==> config.mk <==
export PLATFORM = sky130hd
export DESIGN_NAME = restoring_divider
export DESIGN_NICKNAME = d
export VERILOG_FILES = /design/src/rtl/rdiv_pkg.sv /design/src/rtl/rdiv_addsub.sv /design/src/rtl/rdiv_ctrl.sv /design/src/rtl/rdiv_datapath.sv /design/src/rtl/restoring_divider.sv
export SDC_FILE = /design/constraint.sdc
export NUM_CORES = 1
export LEC_CHECK = 0
export ABC_AREA = 1
export ABC_CLOCK_PERIOD_IN_PS = 6450
export BUFFER_PORTS_ARGS = -buffer_cell sky130_fd_sc_hd__buf_4
export CORE_MARGIN = 2
export CORE_UTILIZATION = 55
export DETAILED_ROUTE_END_ITERATION = 6
export GPL_ROUTABILITY_DRIVEN = 0
export PLACE_DENSITY = 0.75
export SLEW_MARGIN = 20
export SYNTH_ARGS = -nofsm -noshare
export SYNTH_HDL_FRONTEND = slang
export SYNTH_HIERARCHICAL = 1
export SYNTH_SLANG_ARGS = --single-unit
==> constraint.sdc <==
create_clock -name clk -period 6.45 [get_ports clk]
set_clock_uncertainty 0.2 [all_clocks]
set_input_delay 0 -clock clk [delete_from_list [all_inputs] [get_ports clk]]
set_output_delay 0 -clock clk [all_outputs]
set_load 0.02 [all_outputs]
==> src/rtl/rdiv_pkg.sv <==
package rdiv_pkg;

    typedef enum logic [1:0] {
        ST_IDLE    = 2'd0,
        ST_SUB     = 2'd1,
        ST_RESTORE = 2'd2,
        ST_DONE    = 2'd3
    } rdiv_state_e;

    // One-hot style command bundle from the controller to the datapath
    typedef struct packed {
        logic load;     // capture operands and clear the quotient
        logic trial;    // full-width trial subtraction
        logic settle;   // add back when negative, then shift quotient and divisor
    } rdiv_cmd_t;

    // Number of quotient-bit steps for a given word width
    function automatic int unsigned step_total(input int unsigned width);
        return width + 1;
    endfunction

endpackage

==> src/rtl/rdiv_addsub.sv <==
module rdiv_addsub #(
    parameter int unsigned N = 64
) (
    input  logic [N-1:0] a,
    input  logic [N-1:0] b,
    input  logic         sub,
    output logic [N-1:0] sum,
    output logic         below
);
    localparam int unsigned EXT = N + 1;

    logic [EXT-1:0] a_ext;
    logic [EXT-1:0] b_ext;
    logic [EXT-1:0] full;

    always_comb begin
        a_ext = {1'b0, a};
        b_ext = sub ? ~{1'b0, b} : {1'b0, b};
        full  = a_ext + b_ext + {{(EXT-1){1'b0}}, sub};
        sum   = full[N-1:0];
        // On subtraction the extra bit is set exactly when a < b
        below = sub & full[EXT-1];
    end
endmodule

==> src/rtl/rdiv_ctrl.sv <==
module rdiv_ctrl
    import rdiv_pkg::*;
#(
    parameter int unsigned DATA_W = 32
) (
    input  logic      clk,
    input  logic      rst,
    input  logic      start,
    output rdiv_cmd_t cmd,
    output logic      done
);
    localparam int unsigned STEPS = step_total(DATA_W);
    localparam int unsigned CNT_W = $clog2(STEPS) + 1;
    localparam logic [CNT_W-1:0] LAST = CNT_W'(STEPS - 1);

    rdiv_state_e      state_q, state_d;
    logic [CNT_W-1:0] cnt_q, cnt_d;

    always_comb begin
        state_d     = state_q;
        cnt_d       = cnt_q;
        cmd.load    = 1'b0;
        cmd.trial   = 1'b0;
        cmd.settle  = 1'b0;
        unique case (state_q)
            ST_IDLE: begin
                if (start) begin
                    cmd.load = 1'b1;
                    cnt_d    = '0;
                    state_d  = ST_SUB;
                end
            end
            ST_SUB: begin
                cmd.trial = 1'b1;
                state_d   = ST_RESTORE;
            end
            ST_RESTORE: begin
                cmd.settle = 1'b1;
                if (cnt_q == LAST) begin
                    state_d = ST_DONE;
                end else begin
                    cnt_d   = cnt_q + 1'b1;
                    state_d = ST_SUB;
                end
            end
            ST_DONE: begin
                state_d = ST_IDLE;
            end
            default: state_d = ST_IDLE;
        endcase
    end

    always_ff @(posedge clk) begin
        if (rst) begin
            state_q <= ST_IDLE;
            cnt_q   <= '0;
        end else begin
            state_q <= state_d;
            cnt_q   <= cnt_d;
        end
    end

    assign done = (state_q == ST_DONE);

    // completion strobe lasts a single cycle
    assert_done_single_R2: assert property (@(posedge clk) disable iff (rst)
        done |=> !done);

    // completion only follows the final settle step
    assert_done_after_settle_R2: assert property (@(posedge clk) disable iff (rst)
        $rose(done) |-> $past(state_q) == ST_RESTORE);

    // no new load while a division is running
    assert_no_reload_busy_R7: assert property (@(posedge clk) disable iff (rst)
        (state_q != ST_IDLE) |-> !cmd.load);

    // Step counter stays inside the step range
    assert_count_bound_R3: assert property (@(posedge clk) disable iff (rst)
        cnt_q <= LAST);
endmodule

==> src/rtl/rdiv_datapath.sv <==
module rdiv_datapath
    import rdiv_pkg::*;
#(
    parameter int unsigned DATA_W = 32
) (
    input  logic              clk,
    input  logic              rst,
    input  rdiv_cmd_t         cmd,
    input  logic [DATA_W-1:0] dividend,
    input  logic [DATA_W-1:0] divisor,
    output logic [DATA_W-1:0] quotient,
    output logic [DATA_W-1:0] remainder
);
    localparam int unsigned WIDE = 2 * DATA_W;

    logic [WIDE-1:0]   rem_q;
    logic [WIDE-1:0]   dsr_q;
    logic [DATA_W-1:0] quo_q;
    logic              neg_q;

    logic [WIDE-1:0] alu_sum;
    logic            alu_below;

    rdiv_addsub #(.N(WIDE)) u_alu (
        .a     (rem_q),
        .b     (dsr_q),
        .sub   (cmd.trial),
        .sum   (alu_sum),
        .below (alu_below)
    );

    always_ff @(posedge clk) begin
        if (rst) begin
            rem_q <= '0;
            dsr_q <= '0;
            quo_q <= '0;
            neg_q <= 1'b0;
        end else if (cmd.load) begin
            rem_q <= {{DATA_W{1'b0}}, dividend};
            dsr_q <= {divisor, {DATA_W{1'b0}}};
            quo_q <= '0;
            neg_q <= 1'b0;
        end else if (cmd.trial) begin
            rem_q <= alu_sum;
            neg_q <= alu_below;
        end else if (cmd.settle) begin
            if (neg_q) begin
                rem_q <= alu_sum;
            end
            quo_q <= {quo_q[DATA_W-2:0], ~neg_q};
            dsr_q <= dsr_q >> 1;
        end
    end

    assign quotient  = quo_q;
    assign remainder = rem_q[DATA_W-1:0];

    // upper half of the running remainder is clear before each trial
    assert_rem_upper_clear_R9: assert property (@(posedge clk) disable iff (rst)
        cmd.trial |-> rem_q[WIDE-1:DATA_W] == '0);

    // a full step never increases the running remainder
    assert_rem_nonincreasing_R9: assert property (@(posedge clk) disable iff (rst)
        cmd.settle |=> rem_q <= $past(rem_q, 2));

    // kept trial shifts in a one, undone trial shifts in a zero
    assert_qbit_one_R3: assert property (@(posedge clk) disable iff (rst)
        (cmd.settle && !neg_q) |=> quo_q[0]);
    assert_qbit_zero_R3: assert property (@(posedge clk) disable iff (rst)
        (cmd.settle && neg_q) |=> !quo_q[0]);
endmodule

==> src/rtl/restoring_divider.sv <==
module restoring_divider
    import rdiv_pkg::*;
#(
    parameter int unsigned DATA_W = 32
) (
    input  logic              clk,
    input  logic              rst,
    input  logic              start,
    input  logic [DATA_W-1:0] dividend,
    input  logic [DATA_W-1:0] divisor,
    output logic              done,
    output logic [DATA_W-1:0] quotient,
    output logic [DATA_W-1:0] remainder
);
    rdiv_cmd_t cmd;

    rdiv_ctrl #(.DATA_W(DATA_W)) u_ctrl (
        .clk   (clk),
        .rst   (rst),
        .start (start),
        .cmd   (cmd),
        .done  (done)
    );

    rdiv_datapath #(.DATA_W(DATA_W)) u_dp (
        .clk       (clk),
        .rst       (rst),
        .cmd       (cmd),
        .dividend  (dividend),
        .divisor   (divisor),
        .quotient  (quotient),
        .remainder (remainder)
    );

    // results stay put between completion and the next load
    assert_hold_after_done_R8: assert property (@(posedge clk) disable iff (rst)
        ($past(done) && !cmd.load) |-> ($stable(quotient) && $stable(remainder)));
endmodule

Word-level counts from Yosys, hierarchy flattened --
Index checks and enable logic that the tools add are counted.
Word-level totals: flip-flop bits (word level) 170, logic and storage cells 53, latch bits 0, bits in writable memories 0, memories kept 0, memory bits (read-only) 0, input bits 67, output and inout port bits 65
Cells by class: bitwise gates (word level) 4, multiplexer cells 18, order comparisons 0, div/mod/pow operators 0, shift-type cells 0, add/sub/neg operators 3, reductions and logical operators 13, multipliers 0, equal/unequal tests 7
Operators with widths (count):
- 2-to-1 mux 64 bit | 6
- adder 64 x 65 -> 65 bit | 1
- adder 65 x 1 -> 65 bit | 1
- 2-to-1 mux 65 bit | 1
- NOT 64 -> 65 bit | 1
- 2-to-1 mux 32 bit | 1
- 2-to-1 mux 7 bit | 2
- one-hot mux 7 bit (2 select lines) | 1
- one-hot mux 2 bit (4 select lines) | 1
- AND reduction 2 bit | 4
- nonzero test 2 bit | 4
- adder 7 x 1 -> 7 bit (second input constant) | 1
- equality test 7 x 6 -> 1 bit (second input constant) | 1
- inequality test 2 bit (second input constant) | 3
- nonzero test 3 bit | 2
- equality test 2 bit (second input constant) | 2
- 2-to-1 mux 1 bit | 4
- 2-to-1 mux 2 bit | 2
- AND reduction 3 bit | 1
- equality test 2 x 1 -> 1 bit (second input constant) | 1
- zero test 2 bit | 1
- NOT 1 bit | 2
- OR reduction 2 bit | 1
- AND 1 bit | 1

Logic depth before layout (Yosys ltp) --
Gate-level depths: netlist (run 1).
word-level depth 9, gate-level depth with buffers 22, depth with buffers taken out 21

Cells and area by module --
The synthesis (run 1) kept the hierarchy.
By module, submodules not included:
- rdiv_datapath | seq. area each 3223.1 um2, area an instance 6972.9 um2, times used 1, cells an instance 1000
- rdiv_addsub | seq. area each 0.0 um2, area an instance 6022.0 um2, times used 1, cells an instance 1194
- rdiv_ctrl | seq. area each 180.2 um2, area an instance 534.3 um2, times used 1, cells an instance 82

Worst setup path after synthesis (run 1) --
OpenSTA, ideal clock, no wires.
path kind flip-flop to flip-flop, from reg u_ctrl.state_q[0], to reg u_dp.rem_q[29], path buffers 2, required time 6.118 ns, arrival time 2.775 ns, path slack 3.343 ns, stages on the path, launching flop included 20, period minus slack after synthesis 3.107 ns, cell sequence dfxtp_1 > inv_2 > nor2_1 > buf_2 > buf_2 > xor2_1 > ha_1 > nand2_1 > inv_1 > a21oi_1 > o21ai_2 > nand2_1 > nand2_1 > nand2_1 > nand2_1 > xor2_1 > nand2_1 > nand2_1 > nand2_1 > a21oi_1
RTL lines:
- from (decl) | line rdiv_ctrl.sv:16 | rdiv_state_e state_q, state_d;
- from (signal assigned) | line rdiv_ctrl.sv:58 | state_q <= state_d;
- to (signal assigned) | line rdiv_datapath.sv:39 | rem_q <= {{DATA_W{1'b0}}, dividend};
- to (signal assigned) | line rdiv_datapath.sv:44 | rem_q <= alu_sum;
- to (signal assigned) | line rdiv_datapath.sv:48 | rem_q <= alu_sum;
- to (decl) | line rdiv_datapath.sv:16 | logic [WIDE-1:0] rem_q;

==> metrics.txt, run 1 <==
# TYPE chip_impl_metric gauge
chip_impl_metric{name="p_leak",unit="nW"} 8.49
chip_impl_metric{name="dieWidth",unit="um"} 161
chip_impl_metric{name="maxCapViolations",unit=""} 0
chip_impl_info{name="leading_cell_types_in_the_layout_fill_and_taps_excluded",value="708 x sky130_fd_sc_hd__nand2_1, 308 x sky130_fd_sc_hd__inv_1, 272 x sky130_fd_sc_hd__nor2_1, 170 x sky130_fd_sc_hd__dfxtp_1, 154 x sky130_fd_sc_hd__a21oi_1"} 1
chip_impl_info{name="post-synth-top-area-cell",value="sky130_fd_sc_hd__dfxtp_1"} 1
chip_impl_metric{name="clock_tree.htree_level_count",unit=""} 4
chip_impl_metric{name="pre_cts_slack",unit="ps"} 2170
chip_impl_metric{name="postRouteAntennaNets",unit=""} 0
chip_impl_metric{name="nNetsFinal",unit=""} 2554
chip_impl_metric{name="syn-cell-area",unit="mm2"} 0.0135
chip_impl_metric{name="clock_sinks",unit=""} 170
chip_impl_metric{name="ys_seq_elements",unit=""} 170
chip_impl_info{name="clock_tree.root_cell",value="sky130_fd_sc_hd__clkbuf_16"} 1
chip_impl_metric{name="placedInstanceArea",unit="mm2"} 0.0143
chip_impl_info{name="timing_worst_setup_path_type",value="register to register"} 1
chip_impl_metric{name="drt-vias-per-instance",unit=""} 5.37
chip_impl_metric{name="post-dp-hpwl",unit="um"} 30600
chip_impl_metric{name="timing_max_transition_violations_final",unit=""} 0
chip_impl_info{name="grt_setup_unrepaired",value="false"} 1
chip_impl_info{name="outcome",value="complete, but fails checks"} 1
chip_impl_metric{name="count_of_antenna_diodes_in_the_layout",unit=""} 0
chip_impl_metric{name="fraction_of_final_layout_cells_with_drive_strength_greater_than_1",unit="%"} 10.4
chip_impl_metric{name="fp-row-count",unit=""} 57
chip_impl_metric{name="worstMarginPinSlew",unit="ps"} 1010
chip_impl_metric{name="numCtsBuffers",unit=""} 17
chip_impl_metric{name="grt_start_max_net_pins",unit=""} 97
chip_impl_metric{name="postRouteWirelength",unit="um"} 42300
chip_impl_metric{name="fin_crit_sh",unit="%"} 77.1
chip_impl_metric{name="die_h",unit="um"} 161
chip_impl_metric{name="worst-path-max-fanout",unit=""} 41
chip_impl_info{name="violations_in_the_final_reports",value="design-rule violations"} 1
chip_impl_metric{name="drt_iter0_drc",unit=""} 1709
chip_impl_metric{name="grt_usage",unit="%"} 32.1
chip_impl_info{name="endpoint_type_of_the_worst_setup_path",value="register"} 1
chip_impl_metric{name="final_area",unit="mm2"} 0.0160
chip_impl_info{name="critPathLaunchType",value="register"} 1
chip_impl_metric{name="grt_antenna_before_repair",unit=""} 0
chip_impl_metric{name="avg_cell_area_syn",unit="um2"} 5.94
chip_impl_info{name="synthTopCellsByArea",value="sky130_fd_sc_hd__dfxtp_1 25%, sky130_fd_sc_hd__nand2_1 20%, sky130_fd_sc_hd__inv_1 8.6%"} 1
chip_impl_metric{name="cp.arrival",unit="ps"} 5140
chip_impl_metric{name="cts_post_setup_buffers_inserted",unit=""} 0
chip_impl_metric{name="placeableCoreArea",unit="mm2"} 0.0242
chip_impl_info{name="hold_path_startpoint",value="divisor[11]"} 1
chip_impl_metric{name="ctsLongestPathBuffers",unit=""} 2
chip_impl_metric{name="synthesis.instances",unit=""} 2276
chip_impl_metric{name="synth_fp_nets",unit=""} 2409
chip_impl_metric{name="first_global_vias",unit=""} 13289
chip_impl_metric{name="area.growth.synth_to_final",unit="%"} 18.1
chip_impl_metric{name="post-route-worst-setup-slack",unit="ps"} 1480
chip_impl_metric{name="yosysWarningCount",unit=""} 6
chip_impl_metric{name="max_clock_freq",unit="MHz"} 201
chip_impl_metric{name="required",unit="ps"} 6620
chip_impl_metric{name="dr_total_vias",unit=""} 14814
chip_impl_info{name="critical_path.reg2reg.startpoint",value="u_ctrl/state_q[0]$_SDFFE_PP0P_"} 1
chip_impl_metric{name="start_util",unit="%"} 55.8
chip_impl_metric{name="hold_viol",unit=""} 0
chip_impl_metric{name="fraction_of_post_synthesis_cell_area_in_the_top_cell_type_by_area",unit="%"} 25.2
chip_impl_metric{name="final.min_clock_period",unit="ps"} 4970
chip_impl_metric{name="totalPowerFinal",unit="mW"} 3.23
chip_impl_metric{name="io_pins",unit=""} 132
chip_impl_metric{name="ys_seq_area_share",unit="%"} 25.2
chip_impl_metric{name="relSlewSlack",unit="%"} 32.9
chip_impl_metric{name="final.setup.tns",unit="ps"} 0
chip_impl_metric{name="buffer_ports.inserted",unit=""} 131
chip_impl_info{name="critical_path.startpoint",value="u_ctrl/state_q[0]$_SDFFE_PP0P_"} 1
chip_impl_metric{name="dieArea",unit="mm2"} 0.0259
chip_impl_metric{name="clock_insertion_delay_worst_skew",unit="ps"} 460
chip_impl_metric{name="synth_cell_type_count",unit=""} 36
chip_impl_metric{name="setup-violations-final",unit=""} 0
chip_impl_metric{name="detail_route.first_pass.iterations",unit=""} 7
chip_impl_metric{name="drt-wirelength-per-cell",unit="um"} 15.3
chip_impl_info{name="worstHoldPathType",value="primary input to register"} 1
chip_impl_metric{name="peakVddDrop",unit="uV"} 168
chip_impl_metric{name="drc",unit=""} 8
chip_impl_info{name="layout_commonest_cell",value="sky130_fd_sc_hd__nand2_1"} 1
chip_impl_metric{name="wire_length_of_the_first_global_routing_pass",unit="um"} 67300
chip_impl_metric{name="clock_slew_at_the_register_clock_pins_of_the_worst_setup_and_hold_paths",unit="ps"} 80
chip_impl_metric{name="power_density",unit="mW/mm2"} 202
chip_impl_info{name="cts_tree",value="built"} 1
chip_impl_metric{name="globalRouteOverflowTotal",unit=""} 0
[timing repair]
action,4_1_cts,5_1_grt
resized for setup,0,0
hold buffers,99,0
endpoints found under the hold margin,73,0
[metrics by stage]
step                      util (%)  hold WS, ps  cells
after floorplan                  -        -51.7   2276
after global placement        59.1         73.2   2627
after detailed placement      59.1         69.2   2627
after CTS                     65.9          175   2758
after global routing          65.9          220   2758
final                         65.9          183   2758
[critical path, cell delays in order, from the launching register on]
cell                            delay (ps)
sky130_fd_sc_hd__dfxtp_1               430
sky130_fd_sc_hd__inv_2                  80
sky130_fd_sc_hd__nor2_4                710
sky130_fd_sc_hd__buf_4                 710
sky130_fd_sc_hd__xor2_1                180
sky130_fd_sc_hd__ha_1                  400
sky130_fd_sc_hd__nand2_1               140
sky130_fd_sc_hd__nor2_1                230
sky130_fd_sc_hd__nand2_1               200
sky130_fd_sc_hd__nor2_1                140
sky130_fd_sc_hd__nand2_1                60
sky130_fd_sc_hd__nand2_1               290
sky130_fd_sc_hd__xor2_1                190
sky130_fd_sc_hd__nand2_1                70
sky130_fd_sc_hd__nand2_1                90
sky130_fd_sc_hd__nand2_1                50
sky130_fd_sc_hd__a21oi_1               150
sky130_fd_sc_hd__dlygate4sd3_1         580
[final timing paths]
check | end | depth (start not counted) | slack [ps]
max | u_dp/rem_q[26]$_SDFFE_PP0P_ | 17 | 1480
max reg2reg | u_dp/rem_q[26]$_SDFFE_PP0P_ | 17 | 1480
min reg2reg | u_dp/quotient[17]$_SDFFE_PP0P_ | 2 | 270
min | u_dp/dsr_q[43]$_SDFFE_PP0P_ | 6 | 180
[flip-flops by register name (all words and copies together), names as in the netlist]
register,count
u_dp/quotient,32
u_dp/neg_q,1
u_ctrl/state_q,2
u_dp/dsr_q,64
u_dp/rem_q,64
u_ctrl/cnt_q,7
[synth_stat cells, drive strengths merged]
cell / instances
nand2: 726
nor2: 304
buf: 96
o21bai: 12
o21ai: 131
fa: 1
inv: 325
xor2: 95
clkinv: 2
a21oi: 156
nor3: 11
nand3: 121
clkbuf: 16
nand3b: 3
ha: 65
nand4: 36
a21o: 2
xnor2: 2
dfxtp: 170
o21a: 1
and2: 1
[final cells by class]
class                   instances  area [um2]
clock inverters                15         218
clock buffers                  17         425
fillers                      2223        8280
flip-flops and latches        170        3400
multi-input cells            1667        8260
well taps                     324         405
repair buffers                238        2030
inverters                     327        1230
[where the power goes]
| part | internal, mW | switching, mW |
|---|---|---|
| registers | 1.11 | 0.0598 |
| logic | 0.354 | 0.590 |
| clock network | 0.546 | 0.574 |
[cell families after synthesis]
kind of cell,count (synthesis),share of synthesized area [%]
fa+ha+maj,66,6.16
compound gates,302,11.6
xor+xnor,97,6.28
flops,170,25.2
buf+inv,439,13.9
simple gates,1202,36.9
[routing by layer]
metal	up-vias	part of all wire (%)	track usage, %
li1	7318	-	-
met1	6664	43	44.7
met2	717	43	49.0
met3	115	10	6.20
met4	0	3.7	12.8
met5	-	0	0
Power figures use the tool's default switching activity.
==> run 2, diff against run 1 <==
ABC_AREA = 0   (was 1)
ABC_CLOCK_PERIOD_IN_PS = 4900   (was 6450)
PLACE_DENSITY = 0.76   (was 0.75)
clock period = 4.9 ns   (was 6.45 ns; I/O delays follow)
==> metrics.txt, run 2 <==
# TYPE chip_impl_metric gauge
chip_impl_info{name="worstPathCellList",value="nor2b_4, buf_4, xor2_1, ha_1, nor2b_4, o2111a_2, nor2_2, o41ai_4, a21oi_4, o311ai_4, a31oi_1, o21bai_1, xor2_1, nand2_1, a21oi_1"} 1
chip_impl_metric{name="detail_route.first_pass.iterations",unit=""} 7
chip_impl_metric{name="path_depth",unit=""} 15
chip_impl_metric{name="power_density",unit="mW/mm2"} 284
chip_impl_metric{name="critical_path_buf_inv_count",unit=""} 1
chip_impl_info{name="grt_setup_unrepaired",value="false"} 1
chip_impl_metric{name="synth_cell_type_count",unit=""} 83
chip_impl_metric{name="sw_frac_of_total",unit="%"} 34.6
chip_impl_metric{name="totalPowerFinal",unit="mW"} 3.94
chip_impl_metric{name="fraction_of_post_synthesis_cell_area_in_the_top_cell_type_by_area",unit="%"} 28.8
chip_impl_metric{name="buffer_ports.inserted",unit=""} 131
chip_impl_metric{name="finalNonFillerCells",unit=""} 1932
chip_impl_metric{name="numCtsBuffers",unit=""} 17
chip_impl_metric{name="final.min_clock_period",unit="ps"} 4390
chip_impl_metric{name="grt_util_met1",unit="%"} 36.9
chip_impl_info{name="grt_most_used_layer",value="met2"} 1
chip_impl_metric{name="p_leak",unit="nW"} 5.91
chip_impl_info{name="most_used_standard_cell_by_instance_count_after_synthesis",value="sky130_fd_sc_hd__nand2_1"} 1
chip_impl_metric{name="hold_viol",unit=""} 0
chip_impl_metric{name="hold_ws",unit="ps"} 171
chip_impl_info{name="outcome",value="completed"} 1
chip_impl_metric{name="drt_iter0_drc",unit=""} 1045
chip_impl_metric{name="placeableCoreArea",unit="mm2"} 0.0211
chip_impl_metric{name="drt-vias-per-instance",unit=""} 5.85
chip_impl_metric{name="clock_sinks",unit=""} 170
chip_impl_metric{name="max_clock_freq",unit="MHz"} 228
chip_impl_metric{name="grt_util_met2",unit="%"} 44.3
chip_impl_metric{name="peakVddDrop",unit="uV"} 261
chip_impl_metric{name="dr_total_vias",unit=""} 11295
chip_impl_metric{name="ctsLongestPathBuffers",unit=""} 2
chip_impl_info{name="clock_tree.root_cell",value="sky130_fd_sc_hd__clkbuf_16"} 1
chip_impl_info{name="layout_commonest_cell",value="sky130_fd_sc_hd__nand2_1"} 1
chip_impl_metric{name="post-dp-hpwl",unit="um"} 20900
chip_impl_metric{name="fraction_of_final_layout_cells_with_drive_strength_greater_than_1",unit="%"} 15.3
chip_impl_info{name="worstHoldPathType",value="primary input to register"} 1
chip_impl_info{name="leading_cell_types_in_the_layout_fill_and_taps_excluded",value="352 x sky130_fd_sc_hd__nand2_1, 212 x sky130_fd_sc_hd__a21oi_1, 170 x sky130_fd_sc_hd__dfxtp_1, 140 x sky130_fd_sc_hd__buf_4, 86 x sky130_fd_sc_hd__dlygate4sd3_1"} 1
chip_impl_metric{name="clock_slew_at_the_register_clock_pins_of_the_worst_setup_and_hold_paths",unit="ps"} 70
chip_impl_info{name="ys_top_cells_by_count",value="352 x sky130_fd_sc_hd__nand2_1, 212 x sky130_fd_sc_hd__a21oi_1, 170 x sky130_fd_sc_hd__dfxtp_1"} 1
chip_impl_metric{name="wire_length_of_the_first_global_routing_pass",unit="um"} 51200
chip_impl_metric{name="required",unit="ps"} 5050
chip_impl_metric{name="nNetsFinal",unit=""} 1776
chip_impl_metric{name="asyncSetResetFlopFracSynth",unit="%"} 0
chip_impl_metric{name="postRouteAntennaNets",unit=""} 0
chip_impl_metric{name="fin_crit_sh",unit="%"} 89.7
chip_impl_metric{name="avg_cell_area_syn",unit="um2"} 7.70
chip_impl_info{name="cts_tree",value="built"} 1
chip_impl_info{name="critical_path.slowest_cell",value="sky130_fd_sc_hd__o41ai_4"} 1
chip_impl_info{name="cpLargestDelayFamily",value="compound AO/OA/AOI/OAI gates"} 1
chip_impl_metric{name="final.setup.tns",unit="ps"} 0
chip_impl_metric{name="power_frac_seq",unit="%"} 38.4
chip_impl_metric{name="syn-cell-area",unit="mm2"} 0.0118
chip_impl_metric{name="share_comb_of_total_power",unit="%"} 27.6
chip_impl_metric{name="io_pins",unit=""} 132
chip_impl_metric{name="maxCapViolations",unit=""} 0
chip_impl_metric{name="fp-row-count",unit=""} 53
chip_impl_metric{name="final.fill_count",unit=""} 1743
chip_impl_info{name="timing_worst_setup_path_type",value="register to register"} 1
chip_impl_metric{name="synth_edf_count",unit=""} 0
chip_impl_metric{name="globalRouteOverflowTotal",unit=""} 0
chip_impl_metric{name="postRouteWirelength",unit="um"} 31500
chip_impl_metric{name="setup-violations-final",unit=""} 0
chip_impl_metric{name="drc",unit=""} 0
chip_impl_metric{name="dieArea",unit="mm2"} 0.0227
chip_impl_metric{name="timing.hold.worst_path_depth",unit=""} 3
chip_impl_metric{name="cp.arrival",unit="ps"} 4540
chip_impl_metric{name="grt_start_max_net_pins",unit=""} 97
chip_impl_info{name="synthTopCellsByArea",value="sky130_fd_sc_hd__dfxtp_1 29%, sky130_fd_sc_hd__nand2_1 11%, sky130_fd_sc_hd__a21oi_1 9.0%"} 1
chip_impl_info{name="synthFlopType",value="sky130_fd_sc_hd__dfxtp_1"} 1
chip_impl_metric{name="grt_antenna_before_repair",unit=""} 1
chip_impl_metric{name="timing_max_transition_violations_final",unit=""} 0
chip_impl_metric{name="worstMarginPinSlew",unit="ps"} 1100
chip_impl_metric{name="synth_fp_nets",unit=""} 1668
chip_impl_metric{name="reg2regPathDepth",unit=""} 15
chip_impl_metric{name="clock_tree.htree_level_count",unit=""} 4
chip_impl_metric{name="area.growth.synth_to_final",unit="%"} 17.3
chip_impl_metric{name="drt-wirelength-per-cell",unit="um"} 16.3
chip_impl_info{name="critPathLaunchType",value="register"} 1
chip_impl_metric{name="synthesis.instances",unit=""} 1535
chip_impl_metric{name="clock_insertion_delay_worst_skew",unit="ps"} 440
chip_impl_metric{name="power.clock.fraction",unit="%"} 34.0
chip_impl_metric{name="max_stage_delay",unit="ps"} 530
chip_impl_metric{name="grt_usage",unit="%"} 27.4
chip_impl_metric{name="worst-path-max-fanout",unit=""} 21
chip_impl_metric{name="relSlewSlack",unit="%"} 26.9
chip_impl_metric{name="first_global_vias",unit=""} 10605
chip_impl_metric{name="ys_seq_elements",unit=""} 170
chip_impl_metric{name="switching_power",unit="mW"} 1.36
chip_impl_metric{name="die_h",unit="um"} 151
chip_impl_metric{name="start_util",unit="%"} 56.1
chip_impl_metric{name="finalCoreUtilization",unit="%"} 65.8
chip_impl_info{name="endpoint_type_of_the_worst_setup_path",value="register"} 1
chip_impl_metric{name="placed_cells_incl_taps",unit=""} 1812
chip_impl_metric{name="ys_seq_area_share",unit="%"} 28.8
chip_impl_metric{name="grt_use_met3",unit="%"} 4.24
chip_impl_metric{name="ff2ff_setup_slack",unit="ps"} 510
chip_impl_metric{name="yosysWarningCount",unit=""} 6
chip_impl_info{name="post-synth-top-area-cell",value="sky130_fd_sc_hd__dfxtp_1"} 1
chip_impl_metric{name="dieWidth",unit="um"} 151
chip_impl_metric{name="intPower",unit="mW"} 2.58
run 2: changes by cell type in the layout (fill, tap and decap cells not counted), moves of 16 or more:
| cell | change |
|---|---|
| sky130_fd_sc_hd__inv_1 | -247 |
| sky130_fd_sc_hd__a221oi_2 | +26 |
| sky130_fd_sc_hd__nor2_1 | -194 |
| sky130_fd_sc_hd__nand3_1 | -105 |
| sky130_fd_sc_hd__nor2_2 | -22 |
| sky130_fd_sc_hd__xnor2_1 | +39 |
| sky130_fd_sc_hd__a21o_1 | +20 |
| sky130_fd_sc_hd__nand2_1 | -356 |
| sky130_fd_sc_hd__nand2_2 | -16 |
| sky130_fd_sc_hd__a311oi_1 | +26 |
| sky130_fd_sc_hd__o21ai_0 | -72 |
| sky130_fd_sc_hd__a21oi_1 | +58 |
run 2: cell families (layout without fill, tap and decap cells):
logic type / after synthesis / after routing / share of synthesized area, %
compound gates: 440 / 440 / 26.2
other cells: 0 / 1 / 0
simple gates: 528 / 528 / 19.1
buf+inv: 202 / 323 / 9.23
flops: 170 / 170 / 28.8
fa+ha+maj: 66 / 66 / 7.05
xor+xnor: 123 / 123 / 9.11
mux: 6 / 6 / 0.572
run 2: worst paths after layout:
| check | from | endpoint |
|---|---|---|
| hold / removal | rst | u_dp/dsr_q[21]$_SDFFE_PP0P_ |
| hold reg to reg | u_dp/rem_q[55]$_SDFFE_PP0P_ | u_dp/rem_q[55]$_SDFFE_PP0P_ |
| setup / recovery | u_ctrl/state_q[0]$_SDFFE_PP0P_ | u_dp/rem_q[58]$_SDFFE_PP0P_ |
| setup reg to reg | u_ctrl/state_q[0]$_SDFFE_PP0P_ | u_dp/rem_q[58]$_SDFFE_PP0P_ |
run 2: what timing repair did:
item / 4_1_cts / 5_1_grt
endpoints found under the hold margin: 69 / 0
hold buffers: 86 / 0
buffers inserted: 0 / 0
setup endpoints to repair: 0 / 0
resized for setup: 0 / 0
run 2: worst reg2reg max path: stages, from the launching register on:
cell,delay [ps]
sky130_fd_sc_hd__dfxtp_1,430
sky130_fd_sc_hd__nor2b_4,440
sky130_fd_sc_hd__buf_4,430
sky130_fd_sc_hd__xor2_1,130
sky130_fd_sc_hd__ha_1,370
sky130_fd_sc_hd__nor2b_4,170
sky130_fd_sc_hd__o2111a_2,230
sky130_fd_sc_hd__nor2_2,90
sky130_fd_sc_hd__o41ai_4,540
sky130_fd_sc_hd__a21oi_4,190
sky130_fd_sc_hd__o311ai_4,390
sky130_fd_sc_hd__a31oi_1,140
sky130_fd_sc_hd__o21bai_1,170
sky130_fd_sc_hd__xor2_1,170
sky130_fd_sc_hd__nand2_1,60
sky130_fd_sc_hd__a21oi_1,160
run 2: routing by layer:
| metal | wire [um] | share of wire [%] |
|---|---|---|
| met1 | 14300 | 45 |
| met2 | 14500 | 46 |
| met3 | 1810 | 5.8 |
| met4 | 917 | 2.9 |
| met5 | 0 | 0 |
run 2: cell type report:
class	instances	area [um2]	share of cell area, %
antenna	1	2.50	0.0180
timing repair buffer	228	1960	14.1
sequential	170	3400	24.5
multi-input combinational	1163	7360	53.0
tap	275	344	2.48
clock inverter	13	128	0.920
inverter	63	236	1.70
clock buffer	19	443	3.19
run 2: per-stage QoR:
| step | cell area, um2 | worst slack [ps] |
|---|---|---|
| 3_3_place_gp | 12400 | 720 |
| 2_1_floorplan | 11800 | 602 |
| 6_report | 13900 | 507 |
| 3_5_place_dp | 12400 | 647 |
| 5_1_grt | 13900 | 221 |
| 4_1_cts | 13800 | 576 |
run 2: power by group through the flow:
stage	logic [mW]	clock network (mW)	registers (mW)
2_1_floorplan	0.822	0	1.52
3_3_place_gp	0.975	0	1.54
4_1_cts	1.06	1.35	1.51
3_5_place_dp	0.988	0	1.54
6_report	1.09	1.34	1.51
5_1_grt	1.18	1.42	1.52
==> run 3, diff against run 2 <==
ABC_CLOCK_PERIOD_IN_PS = 4200   (was 4900)
CORE_MARGIN = 4   (was 2)
clock period = 4.2 ns   (was 4.9 ns; I/O delays follow)
==> metrics.txt, run 3 (synthesized netlist as in run 2, its figures left out) <==
# TYPE chip_impl_metric gauge
chip_impl_metric{name="sw_frac_of_total",unit="%"} 33.7
chip_impl_metric{name="switching_power",unit="mW"} 1.54
chip_impl_info{name="worstHoldPathType",value="primary input to register"} 1
chip_impl_metric{name="clock_tree.htree_level_count",unit=""} 4
chip_impl_metric{name="postRouteAntennaNets",unit=""} 0
chip_impl_metric{name="clock_insertion_delay_worst_skew",unit="ps"} 430
chip_impl_metric{name="clock_slew_at_the_register_clock_pins_of_the_worst_setup_and_hold_paths",unit="ps"} 70
chip_impl_metric{name="final_area",unit="mm2"} 0.0141
chip_impl_metric{name="fraction_of_final_layout_cells_with_drive_strength_greater_than_1",unit="%"} 16.6
chip_impl_metric{name="wire_length_of_the_first_global_routing_pass",unit="um"} 51400
chip_impl_metric{name="buffer_ports.inserted",unit=""} 131
chip_impl_metric{name="maxCapViolations",unit=""} 0
chip_impl_metric{name="cp.arrival",unit="ps"} 4210
chip_impl_metric{name="nNetsFinal",unit=""} 1802
chip_impl_metric{name="setup-violations-final",unit=""} 0
chip_impl_metric{name="dieWidth",unit="um"} 155
chip_impl_metric{name="finalCoreUtilization",unit="%"} 66.8
chip_impl_metric{name="clock_sinks",unit=""} 170
chip_impl_metric{name="placedInstanceArea",unit="mm2"} 0.0126
chip_impl_metric{name="die_h",unit="um"} 155
chip_impl_metric{name="detail_route.first_pass.iterations",unit=""} 7
chip_impl_metric{name="totalPowerFinal",unit="mW"} 4.59
chip_impl_info{name="layout_commonest_cell",value="sky130_fd_sc_hd__nand2_1"} 1
chip_impl_info{name="cts_tree",value="built"} 1
chip_impl_metric{name="drt_iter0_drc",unit=""} 815
chip_impl_metric{name="worst-path-max-fanout",unit=""} 8
chip_impl_metric{name="drc",unit=""} 0
chip_impl_metric{name="power.clock.fraction",unit="%"} 33.2
chip_impl_metric{name="grt_usage",unit="%"} 25.3
chip_impl_metric{name="fin_crit_sh",unit="%"} 96.2
chip_impl_metric{name="worstMarginPinSlew",unit="ps"} 1090
chip_impl_metric{name="ctsLongestPathBuffers",unit=""} 2
chip_impl_info{name="leading_cell_types_in_the_layout_fill_and_taps_excluded",value="352 x sky130_fd_sc_hd__nand2_1, 210 x sky130_fd_sc_hd__a21oi_1, 169 x sky130_fd_sc_hd__dfxtp_1, 160 x sky130_fd_sc_hd__buf_4, 90 x sky130_fd_sc_hd__dlygate4sd3_1"} 1
chip_impl_metric{name="count_of_antenna_diodes_in_the_layout",unit=""} 0
chip_impl_metric{name="post-dp-hpwl",unit="um"} 21200
chip_impl_metric{name="hold_viol",unit=""} 0
chip_impl_metric{name="peakVddDrop",unit="uV"} 264
chip_impl_metric{name="globalRouteOverflowTotal",unit=""} 0
chip_impl_info{name="outcome",value="completed"} 1
chip_impl_metric{name="io_pins",unit=""} 132
chip_impl_metric{name="dr_total_vias",unit=""} 11318
chip_impl_info{name="endpoint_type_of_the_worst_setup_path",value="register"} 1
chip_impl_metric{name="start_util",unit="%"} 56.1
chip_impl_metric{name="required",unit="ps"} 4370
chip_impl_metric{name="share_comb_of_total_power",unit="%"} 28.4
chip_impl_metric{name="postRouteWirelength",unit="um"} 31400
chip_impl_metric{name="max_clock_freq",unit="MHz"} 248
chip_impl_metric{name="power_frac_seq",unit="%"} 38.4
chip_impl_metric{name="relSlewSlack",unit="%"} 27.3
chip_impl_metric{name="timing_max_transition_violations_final",unit=""} 0
chip_impl_metric{name="ff2ff_setup_slack",unit="ps"} 160
chip_impl_metric{name="drt-vias-per-instance",unit=""} 5.78
chip_impl_metric{name="drt-wirelength-per-cell",unit="um"} 16.0
chip_impl_metric{name="intPower",unit="mW"} 3.04
chip_impl_metric{name="fp-row-count",unit=""} 53
chip_impl_metric{name="first_global_vias",unit=""} 10641
chip_impl_metric{name="power_density",unit="mW/mm2"} 325
chip_impl_info{name="timing_worst_setup_path_type",value="register to register"} 1
chip_impl_metric{name="final.min_clock_period",unit="ps"} 4040
chip_impl_metric{name="grt_antenna_before_repair",unit=""} 0
chip_impl_metric{name="numCtsBuffers",unit=""} 17
chip_impl_metric{name="grt_start_max_net_pins",unit=""} 75
chip_impl_metric{name="p_leak",unit="nW"} 6.05
chip_impl_metric{name="placeableCoreArea",unit="mm2"} 0.0211
chip_impl_metric{name="area.growth.synth_to_final",unit="%"} 19.2
chip_impl_info{name="clock_tree.root_cell",value="sky130_fd_sc_hd__clkbuf_16"} 1
chip_impl_metric{name="dieArea",unit="mm2"} 0.0239
chip_impl_info{name="critPathLaunchType",value="register"} 1
-- run 3: cell types whose count changed in the layout (fill, tap and decap cells not counted), sizes merged --
cell / delta
inv: -3
buf: +21
clkbuf: +1
dlygate4sd3: +4
diode: -1
clkinvlp: -2
clkinv: +5
-- run 3: repair_timing --
action                                  in CTS  in global routing
buffers inserted                             0                  2
endpoints found under the hold margin       69                  0
hold buffers                                90                  0
gates resized for setup                      0                  6
endpoints found under the setup margin       0                 24
-- run 3: per-stage QoR --
| step | hold WS [ps] | TNS [ps] | std cells | setup slack, ps |
|---|---|---|---|---|
| 2_1_floorplan | -55.4 | 0 | 1535 | 29.8 |
| 3_3_place_gp | 56.8 | 0 | 1832 | 295 |
| 3_5_place_dp | 76.0 | 0 | 1832 | 184 |
| 4_1_cts | 175 | 0 | 1954 | 90.9 |
| 5_1_grt | 199 | -55.1 | 1957 | -38.3 |
| 6_report | 195 | 0 | 1957 | 161 |
-- run 3: per-layer routing --
metal	global-route usage (%)	vias up	part of all wire, %
li1	-	5566	-
met1	34.4	5282	46
met2	40.8	402	45
met3	4.76	68	6.1
met4	7.95	0	2.6
met5	0	-	0
-- run 3: path summary, 6_finish.rpt --
path | startpoint | to | cells after the start
worst max-delay path | u_ctrl/state_q[0]$_SDFFE_PP0P_ | u_dp/rem_q[30]$_SDFFE_PP0P_ | 14
worst min-delay path | divisor[31] | u_dp/dsr_q[63]$_SDFFE_PP0P_ | 4
worst max register to register | u_ctrl/state_q[0]$_SDFFE_PP0P_ | u_dp/rem_q[30]$_SDFFE_PP0P_ | 14
worst min register to register | u_dp/quotient[31]$_SDFFE_PP0P_ | u_dp/quotient[31]$_SDFFE_PP0P_ | 2
-- run 3: area by class of cell --
| type | count | area (um2) |
|---|---|---|
| Clock buffer | 19 | 453 |
| Clock inverter | 13 | 110 |
| Fill cell | 1770 | 6990 |
| Inverter | 63 | 236 |
| Multi-Input combinational cell | 1163 | 7370 |
| Sequential cell | 170 | 3400 |
| Tap cell | 275 | 344 |
| Timing Repair Buffer | 254 | 2180 |
-- run 3: worst max-delay path, stage by stage (launching register included) --
cell                            delay [ps]
sky130_fd_sc_hd__dfxtp_2               380
sky130_fd_sc_hd__nor2b_4               250
sky130_fd_sc_hd__buf_4                 220
sky130_fd_sc_hd__xor2_1                190
sky130_fd_sc_hd__ha_1                  330
sky130_fd_sc_hd__a21oi_2               250
sky130_fd_sc_hd__o21ai_0               110
sky130_fd_sc_hd__a31oi_1               300
sky130_fd_sc_hd__o41ai_4               130
sky130_fd_sc_hd__buf_4                 180
sky130_fd_sc_hd__a21oi_4               320
sky130_fd_sc_hd__xnor2_1               190
sky130_fd_sc_hd__nand2_1               110
sky130_fd_sc_hd__a221oi_2              230
sky130_fd_sc_hd__dlygate4sd3_1         570
-- run 3: power groups by stage --
stage | logic [mW] | registers [mW] | clock network (mW)
after floorplan | 0.960 | 1.77 | 0
after global placement | 1.16 | 1.79 | 0
after detailed placement | 1.18 | 1.79 | 0
after CTS | 1.27 | 1.76 | 1.54
after global routing | 1.42 | 1.77 | 1.62
final | 1.30 | 1.76 | 1.52
